==> src/rtl/dma_irq_pkg.sv <==
package dma_irq_pkg;
  localparam int REG_W  = 32;
  localparam int NUM_EV = 5;
  localparam int POS_NIS  = 8;
  localparam int POS_AIS  = 9;
  localparam int POS_CODE = 10;

  // event slot -> bit position in the read word
  function automatic int ev_pos(input int slot);
    case (slot)
      0: ev_pos = 0;
      1: ev_pos = 1;
      2: ev_pos = 2;
      3: ev_pos = 4;
      default: ev_pos = 5;
    endcase
  endfunction

  // sticky bit with set priority over write-1 clear
  function automatic logic w1c_next(input logic set, input logic q, input logic clr);
    w1c_next = set | (q & ~clr);
  endfunction
endpackage

==> src/rtl/dis_w1c_bit.sv <==
module dis_w1c_bit (
  input  logic clk,
  input  logic rst_n,
  input  logic set,
  input  logic clr,
  output logic q,
  output logic q_next
);
  import dma_irq_pkg::*;

  assign q_next = w1c_next(set, q, clr);

  always_ff @(posedge clk or negedge rst_n) begin
    if (!rst_n) q <= 1'b0;
    else        q <= q_next;
  end
endmodule

==> src/rtl/dis_summary.sv <==
module dis_summary #(
  parameter int N = 2
) (
  input  logic         clk,
  input  logic         rst_n,
  input  logic [N-1:0] src_next,
  input  logic [N-1:0] enable,
  input  logic         clr,
  output logic         q,
  output logic         hit
);
  import dma_irq_pkg::*;

  assign hit = |(src_next & enable);

  always_ff @(posedge clk or negedge rst_n) begin
    if (!rst_n) q <= 1'b0;
    else        q <= w1c_next(hit, q, clr);
  end
endmodule

==> src/rtl/dis_err_code.sv <==
module dis_err_code #(
  parameter int W = 3
) (
  input  logic         clk,
  input  logic         rst_n,
  input  logic         err_ev,
  input  logic [W-1:0] err_code,
  input  logic         fbe_q,
  input  logic         fbe_clr,
  input  logic         fbe_next,
  output logic [W-1:0] code_q,
  output logic         code_load
);
  logic [W-1:0] code_d;

  assign code_load = err_ev & (~fbe_q | fbe_clr);

  always_comb begin
    if (code_load)     code_d = err_code;
    else if (fbe_next) code_d = code_q;
    else               code_d = '0;
  end

  always_ff @(posedge clk or negedge rst_n) begin
    if (!rst_n) code_q <= '0;
    else        code_q <= code_d;
  end
endmodule

==> src/rtl/dma_irq_status.sv <==
module dma_irq_status #(
  parameter int CODE_W   = 3,
  parameter int STATE_W  = 4,
  parameter int N_CARD   = 7,
  parameter int RESP_IDX = 6,
  parameter int MASK_W   = 4
) (
  input  logic                           clk,
  input  logic                           rst_n,
  input  logic                           wr_en,
  input  logic [dma_irq_pkg::REG_W-1:0]  wr_data,
  output logic [dma_irq_pkg::REG_W-1:0]  rd_data,
  input  logic                           ev_tx_done,
  input  logic                           ev_rx_done,
  input  logic                           ev_bus_err,
  input  logic [CODE_W-1:0]              ev_bus_err_code,
  input  logic                           desc_chk,
  input  logic                           desc_own,
  input  logic [N_CARD-1:0]              card_err,
  input  logic [MASK_W-1:0]              irq_mask,
  input  logic [STATE_W-1:0]             eng_state,
  output logic                           irq,
  output logic                           bus_disable,
  output logic                           abort_req
);
  import dma_irq_pkg::*;

  localparam int POS_STATE = POS_CODE + CODE_W;

  logic [REG_W-1:0]  clr_vec;
  logic [NUM_EV-1:0] ev_set, ev_clr, ev_q, ev_next;
  logic              du_set, ces_set;
  logic              nis_q, ais_q, nis_hit, ais_hit;
  logic [CODE_W-1:0] code_q;
  logic              code_load;

  assign clr_vec = wr_en ? wr_data : '0;
  assign du_set  = desc_chk & ~desc_own;
  assign ces_set = |card_err;
  assign ev_set  = {ces_set, du_set, ev_bus_err, ev_rx_done, ev_tx_done};

  for (genvar i = 0; i < NUM_EV; i++) begin : g_ev
    assign ev_clr[i] = clr_vec[ev_pos(i)];
    dis_w1c_bit u_bit (
      .clk(clk), .rst_n(rst_n), .set(ev_set[i]), .clr(ev_clr[i]),
      .q(ev_q[i]), .q_next(ev_next[i])
    );
  end

  dis_summary #(.N(2)) u_nis (
    .clk(clk), .rst_n(rst_n), .src_next(ev_next[1:0]), .enable(irq_mask[1:0]),
    .clr(clr_vec[POS_NIS]), .q(nis_q), .hit(nis_hit)
  );

  dis_summary #(.N(2)) u_ais (
    .clk(clk), .rst_n(rst_n), .src_next(ev_next[3:2]), .enable(irq_mask[3:2]),
    .clr(clr_vec[POS_AIS]), .q(ais_q), .hit(ais_hit)
  );

  dis_err_code #(.W(CODE_W)) u_code (
    .clk(clk), .rst_n(rst_n), .err_ev(ev_bus_err), .err_code(ev_bus_err_code),
    .fbe_q(ev_q[2]), .fbe_clr(ev_clr[2]), .fbe_next(ev_next[2]),
    .code_q(code_q), .code_load(code_load)
  );

  always_comb begin
    rd_data = '0;
    for (int i = 0; i < NUM_EV; i++) rd_data[ev_pos(i)] = ev_q[i];
    rd_data[POS_NIS] = nis_q;
    rd_data[POS_AIS] = ais_q;
    rd_data[POS_CODE +: CODE_W]   = code_q;
    rd_data[POS_STATE +: STATE_W] = eng_state;
  end

  assign irq         = nis_q | ais_q;
  assign bus_disable = ev_q[2];
  assign abort_req   = card_err[RESP_IDX] & ev_q[4];
endmodule


==> config.mk <==
export PLATFORM = sky130hd
export DESIGN_NAME = dma_irq_status
export DESIGN_NICKNAME = d
export VERILOG_FILES = /design/src/rtl/dma_irq_pkg.sv /design/src/rtl/dis_w1c_bit.sv /design/src/rtl/dis_summary.sv /design/src/rtl/dis_err_code.sv /design/src/rtl/dma_irq_status.sv
export SDC_FILE = /design/constraint.sdc
export NUM_CORES = 1
export LEC_CHECK = 0
export CAP_MARGIN = 10
export CORE_ASPECT_RATIO = 0.6
export CORE_MARGIN = 3
export CORE_UTILIZATION = 26
export DETAILED_ROUTE_END_ITERATION = 6
export GPL_ROUTABILITY_DRIVEN = 0
export GPL_TIMING_DRIVEN = 0
export PLACE_DENSITY = 0.84
export SETUP_SLACK_MARGIN = 0.15
export SLEW_MARGIN = 20
export SYNTH_ARGS = -nofsm -noshare
export SYNTH_HDL_FRONTEND = slang
export SYNTH_HIERARCHICAL = 1
export SYNTH_SLANG_ARGS = --single-unit
==> constraint.sdc <==
create_clock -name clk -period 2.3 [get_ports clk]
set_input_delay 0.345 -clock clk [delete_from_list [all_inputs] [get_ports clk]]
set_output_delay 0.345 -clock clk [all_outputs]
set_load 0.02 [all_outputs]
==> reports/results.txt, run 1 <==
outcome - complete, no violations
global-route wire length before repair - 2430 um
DR pass1 iterations - 2
Finished Core Util - 0.551
P per Cell Area - 467 nW/um^2
Power Total - 0.000599 W
Peak VDD IR - 0.323 mV
Req. time, crit path - 1960 ps
Tot GR Track Use - 0.0966
gr ovfl total - 0
Synth Cell Area - 688 sq um
Maximum Capacitance Violations - 0
input/output buffers - 45
Antenna diodes - 0
yosys warns - 6
Tightest Hold Check Type - input port to asynchronous set/reset pin
crit start category - input port
io pins - 93
minimum clock period - 1870 ps
routed wire length per instance - 9.97 um
post_cts resized - 0
commonest cells after routing, fill and taps aside - clkdlybuf4s50_1 (45), buf_4 (25), conb_1 (18)
period utilisation layout - 0.814
CP max stage delay - 600 ps
Post-route DRC - 0
buffers and inverters on the worst path - 2
RSZ-0062 raised after global routing - no
clock root cell - clkbuf_8
vias in the first global route - 552
most frequent cell on the critical path - clkdlybuf4s50_1
Crit path max-delay family - buffers and inverters
Post-Syn Area per Cell - 9.05 sq um
Via density - 3.56
area grow syn2layout - 86.2%
# hold bufs at CTS - 0
width of the chip - 72.4 um
Clock Pin Slew Worst Setup and Hold Paths - 40 ps
core area - 2330 sq um
maximum clock path buffer count - 2
Post-CTS Setup Bufs - 0
hpwl dp - 1540 um
Rows - 13
DR iter-0 viols - 1
Fmax - 534 MHz
P_leak - 0.635 nW
Final Skew - 3.49 ps
worst path cell trace - clkdlybuf4s50_1, and2_1, clkdlybuf4s50_1
most common cell after layout, fill and taps aside - clkdlybuf4s50_1
Initial Utilization - 0.296
TritonCTS buffer count - 3
WP data arrival - 1530 ps
Synth Instances - 76
nets@finish - 201
clk_lat worst skew - 230 ps
CTS tree - done
final hold vios - 0
critical path class - input port to primary output
routed wire length - 1710 um
Final ANT Viol Nets - 0
Die ar. - 3320 sq um
CP max stage cell - clkdlybuf4s50_1
final setup violation count - 0
fraction of layout cells with a size suffix above 1 - 0.213
Setup TNS - 0 ps
via count - 609
largest net degree at the start of global routing - 11
Crit. End Element - primary output
die height - 45.9 um
antenna violations before repair - 0
clock sinks - 10
Final Max Slew Viols - 0
H-Tree Depth - 1
worst-path maximum fanout - 2
metal layers:
| layer | wire [um] | global-route usage |
|---|---|---|
| met1 | 624 | 0.101 |
| met2 | 979 | 0.181 |
| met3 | 81 | 0.0374 |
| met4 | 19 | 0.0331 |
| met5 | 0 | 0 |
metrics by stage:
stage / worst slack (ps) / cells / cell area [sq um] / hold WS (ps)
after floorplan: 1060 / 93 / 752 / 49.4
after global placement: 321 / 168 / 1240 / 483
after detailed placement: 306 / 168 / 1240 / 485
after CTS: 416 / 171 / 1280 / 452
after global routing: 400 / 171 / 1280 / 483
final: 427 / 171 / 1280 / 436
path summary, 6_finish.rpt:
kind / slack (ps) / from / end / cells after the start
setup / recovery: 430 / card_err[6] / abort_req / 3
hold / removal: 440 / rst_n / g_ev[2].u_bit/q$_DFF_PN0_ / 1
setup reg to reg: 1180 / g_ev[2].u_bit/q$_DFF_PN0_ / u_ais/q$_DFF_PN0_ / 3
hold reg to reg: 490 / g_ev[4].u_bit/q$_DFF_PN0_ / g_ev[4].u_bit/q$_DFF_PN0_ / 1
max in group asynchronous: 1550 / rst_n / u_nis/q$_DFF_PN0_ / 1
min in group clk: 490 / g_ev[4].u_bit/q$_DFF_PN0_ / g_ev[4].u_bit/q$_DFF_PN0_ / 1
power breakdown:
group / total (W) / switching, W / internal [W] / leakage [nW]
Sequential: 0.000202 / 0.00000911 / 0.000193 / 0.108
Combinational: 0.000226 / 0.0000979 / 0.000128 / 0.506
Clock: 0.000171 / 0.0000573 / 0.000114 / 0.0216
registers in the layout (all words and copies together), names as in the netlist:
name and cells:
u_ais/q 1, u_nis/q 1, g_ev.u_bit/q 5, u_code/code_q 3
area by class of cell:
type / instances / area [sq um]
repair buffers: 45 / 450
clock buffers: 3 / 41.3
inverters: 11 / 41.3
fillers: 219 / 1040
multi-input cells: 47 / 273
plain buffers: 25 / 188
well taps: 30 / 37.5
flip-flops and latches: 10 / 250
Note: power is estimated with default switching activity, not from simulation.
==> run 2: changes to the inputs <==
--- a/config.mk
+++ b/config.mk
@@ -8,11 +8,11 @@
 export CAP_MARGIN = 10
 export CORE_ASPECT_RATIO = 0.6
 export CORE_MARGIN = 3
-export CORE_UTILIZATION = 26
+export CORE_UTILIZATION = 24
 export DETAILED_ROUTE_END_ITERATION = 6
 export GPL_ROUTABILITY_DRIVEN = 0
 export GPL_TIMING_DRIVEN = 0
-export PLACE_DENSITY = 0.84
+export PLACE_DENSITY = 0.79
 export SETUP_SLACK_MARGIN = 0.15
 export SLEW_MARGIN = 20
 export SYNTH_ARGS = -nofsm -noshare
==> constraint.sdc (replaced) <==
create_clock -name clk -period 1.9 [get_ports clk]
set_input_delay 0.285 -clock clk [delete_from_list [all_inputs] [get_ports clk]]
set_output_delay 0.285 -clock clk [all_outputs]
set_load 0.02 [all_outputs]
==> reports/results.txt, run 2 (synthesized netlist as in run 1, its figures left out) <==
Maximum Capacitance Violations - 0 (unchanged)
minimum clock period - 1670 ps
crit start category - input port
global-route wire length before repair - 2640 um (+8.8%)
P per Cell Area - 570 nW/um^2 (+22%)
CP max stage cell - clkdlybuf4s50_1
most frequent cell on the critical path - a21o_1
TritonCTS buffer count - 3 (unchanged)
Crit. End Element - flip-flop
nets@finish - 201 (unchanged)
clock root cell - clkbuf_8
die height - 47.5 um (+3.5%)
routed wire length per instance - 10.7 um (+7.8%)
H-Tree Depth - 1 (unchanged)
hpwl dp - 1680 um (+9.0%)
final hold vios - 0 (unchanged)
input/output buffers - 45 (unchanged)
Largest Register - g_ev.u_bit/q
width of the chip - 75.1 um (+3.7%)
Clock Pin Slew Worst Setup and Hold Paths - 50 ps (about the same)
clk_lat worst skew - 230 ps (about the same)
largest net degree at the start of global routing - 11 (unchanged)
CTS tree - done
worst path cell trace - clkdlybuf4s50_1, and2_1, inv_1, a21o_1, a22o_1, a21o_1
outcome - complete, no violations
CP max stage delay - 600 ps (about the same)
Post-Place Cells - 170 (+1.2%)
maximum clock path buffer count - 2 (unchanged)
commonest cells after routing, fill and taps aside - clkdlybuf4s50_1 (43), buf_4 (25), conb_1 (18)
Largest register FFs - 5 (unchanged)
RSZ-0062 raised after global routing - no
Finished Core Util - 0.492 (-0.0585)
Final Cell Area - 1280 sq um (+0.29%)
biggest regs - g_ev.u_bit/q x5, u_code/code_q x3
Initial Utilization - 0.264 (-0.0322)
area grow syn2layout - 86.7%
vias in the first global route - 545 (-1.3%)
Req. time, crit path - 2020 ps (+60 ps)
final setup violation count - 0 (unchanged)
Die ar. - 3570 sq um (+7.4%)
placed instance area - 1240 sq um (+0.20%)
antenna violations before repair - 0 (unchanged)
fraction of layout cells with a size suffix above 1 - 0.213 (unchanged)
DR pass1 iterations - 2 (unchanged)
Antenna diodes - 0 (unchanged)
Peak VDD IR - 0.257 mV (-20%)
Layout fillers - 254 (+16%)
Via density - 3.51 (-1.3%)
Final Skew - 0.104 ps (-3.38 ps)
DR iter-0 viols - 10 (+9)
gr ovfl total - 0 (unchanged)
Tot GR Track Use - 0.104 (+0.00738)
via count - 608 (-0.16%)
P_leak - 0.636 nW (+0.20%)
routed wire length - 1860 um (+9.0%)
most common cell after layout, fill and taps aside - clkdlybuf4s50_1
Power Total - 0.000732 W (+22%)
Fmax - 598 MHz
period utilisation layout - 0.880
Final Max Slew Viols - 0 (unchanged)
worst-path maximum fanout - 7 (+5)
Post-route DRC - 0 (unchanged)
Rows - 14 (+1)
clock sinks - 10 (unchanged)
io pins - 93 (unchanged)
Final ANT Viol Nets - 0 (unchanged)
critical path class - input port to flip-flop
WP data arrival - 1790 ps (+260 ps)
Tightest Hold Check Type - input port to asynchronous set/reset pin
core area - 2610 sq um (+12%)
post-route insts no fill - 173 (+1.2%)
final hold slack - 390 ps (-45.9 ps)
==> run 2: cell count changes in the layout (fill, tap and decap cells not counted) <==
cell             change
clkdlybuf4s50_1      -2
dlygate4sd2_1        +1
dlymetal6s2s_1       +1
==> run 2: what timing repair did <==
action,CTS,global route
endpoints found under the setup margin,1,1
gates resized for setup,1,1
hold buffers,0,0
buffers inserted,0,0
pin swaps,0,0
==> run 2: cell type report <==
cell class / instances / area [sq um] / share of cell area
inverter: 11 / 41.3 / 0.0321
clock buffer: 3 / 41.3 / 0.0321
sequential: 10 / 250 / 0.195
tap: 32 / 40.0 / 0.0312
buffer: 25 / 188 / 0.146
multi-input combinational: 47 / 273 / 0.212
timing repair buffer: 45 / 452 / 0.352
==> run 2: power breakdown <==
part           switching (W)  leakage [nW]  internal, W  total (W)
registers          0.0000122         0.108     0.000234   0.000246
clock network      0.0000737        0.0216     0.000138   0.000212
logic               0.000121         0.507     0.000154   0.000275
total               0.000207         0.636     0.000525   0.000732
==> run 2: routing by layer <==
| layer | GRT usage | part of all wire | vias to the layer above |
|---|---|---|---|
| li1 | - | - | 325 |
| met1 | 0.114 | 0.38 | 264 |
| met2 | 0.194 | 0.57 | 17 |
| met3 | 0.0440 | 0.042 | 2 |
| met4 | 0.0209 | 0.0048 | 0 |
| met5 | 0 | 0 | - |
==> run 2: worst paths after layout <==
check / startpoint / to / slack (ps) / depth (start not counted)
max: wr_en / u_ais/q$_DFF_PN0_ / 230 / 6
min: rst_n / g_ev[0].u_bit/q$_DFF_PN0_ / 390 / 1
max reg2reg: g_ev[2].u_bit/q$_DFF_PN0_ / u_ais/q$_DFF_PN0_ / 790 / 3
min reg2reg: u_nis/q$_DFF_PN0_ / u_nis/q$_DFF_PN0_ / 490 / 1
max in group asynchronous: rst_n / g_ev[2].u_bit/q$_DFF_PN0_ / 1180 / 1
min in group clk: u_nis/q$_DFF_PN0_ / u_nis/q$_DFF_PN0_ / 490 / 1
==> run 2: worst max-delay path, delay by kind of cell <==
kind	cells	cell delay, ps
compound gates	3	610
buf+inv	2	660
simple gates	1	240
==> run 2: stage by stage <==
| step | setup slack [ps] | TNS [ps] |
|---|---|---|
| after floorplan | 717 | 0 |
| after global placement | -21.0 | -21.0 |
| after detailed placement | -15.0 | -15.0 |
| after CTS | 163 | 0 |
| after global routing | 169 | 0 |
| final | 228 | 0 |
==> run 3: changes to the inputs <==
--- a/config.mk
+++ b/config.mk
@@ -9,6 +9,7 @@
 export CORE_ASPECT_RATIO = 0.6
 export CORE_MARGIN = 3
 export CORE_UTILIZATION = 24
+export CTS_CLUSTER_SIZE = 14
 export DETAILED_ROUTE_END_ITERATION = 6
 export GPL_ROUTABILITY_DRIVEN = 0
 export GPL_TIMING_DRIVEN = 0
==> results of run 3 <==
Final layout, timing and power as in run 2 (identical DEF).
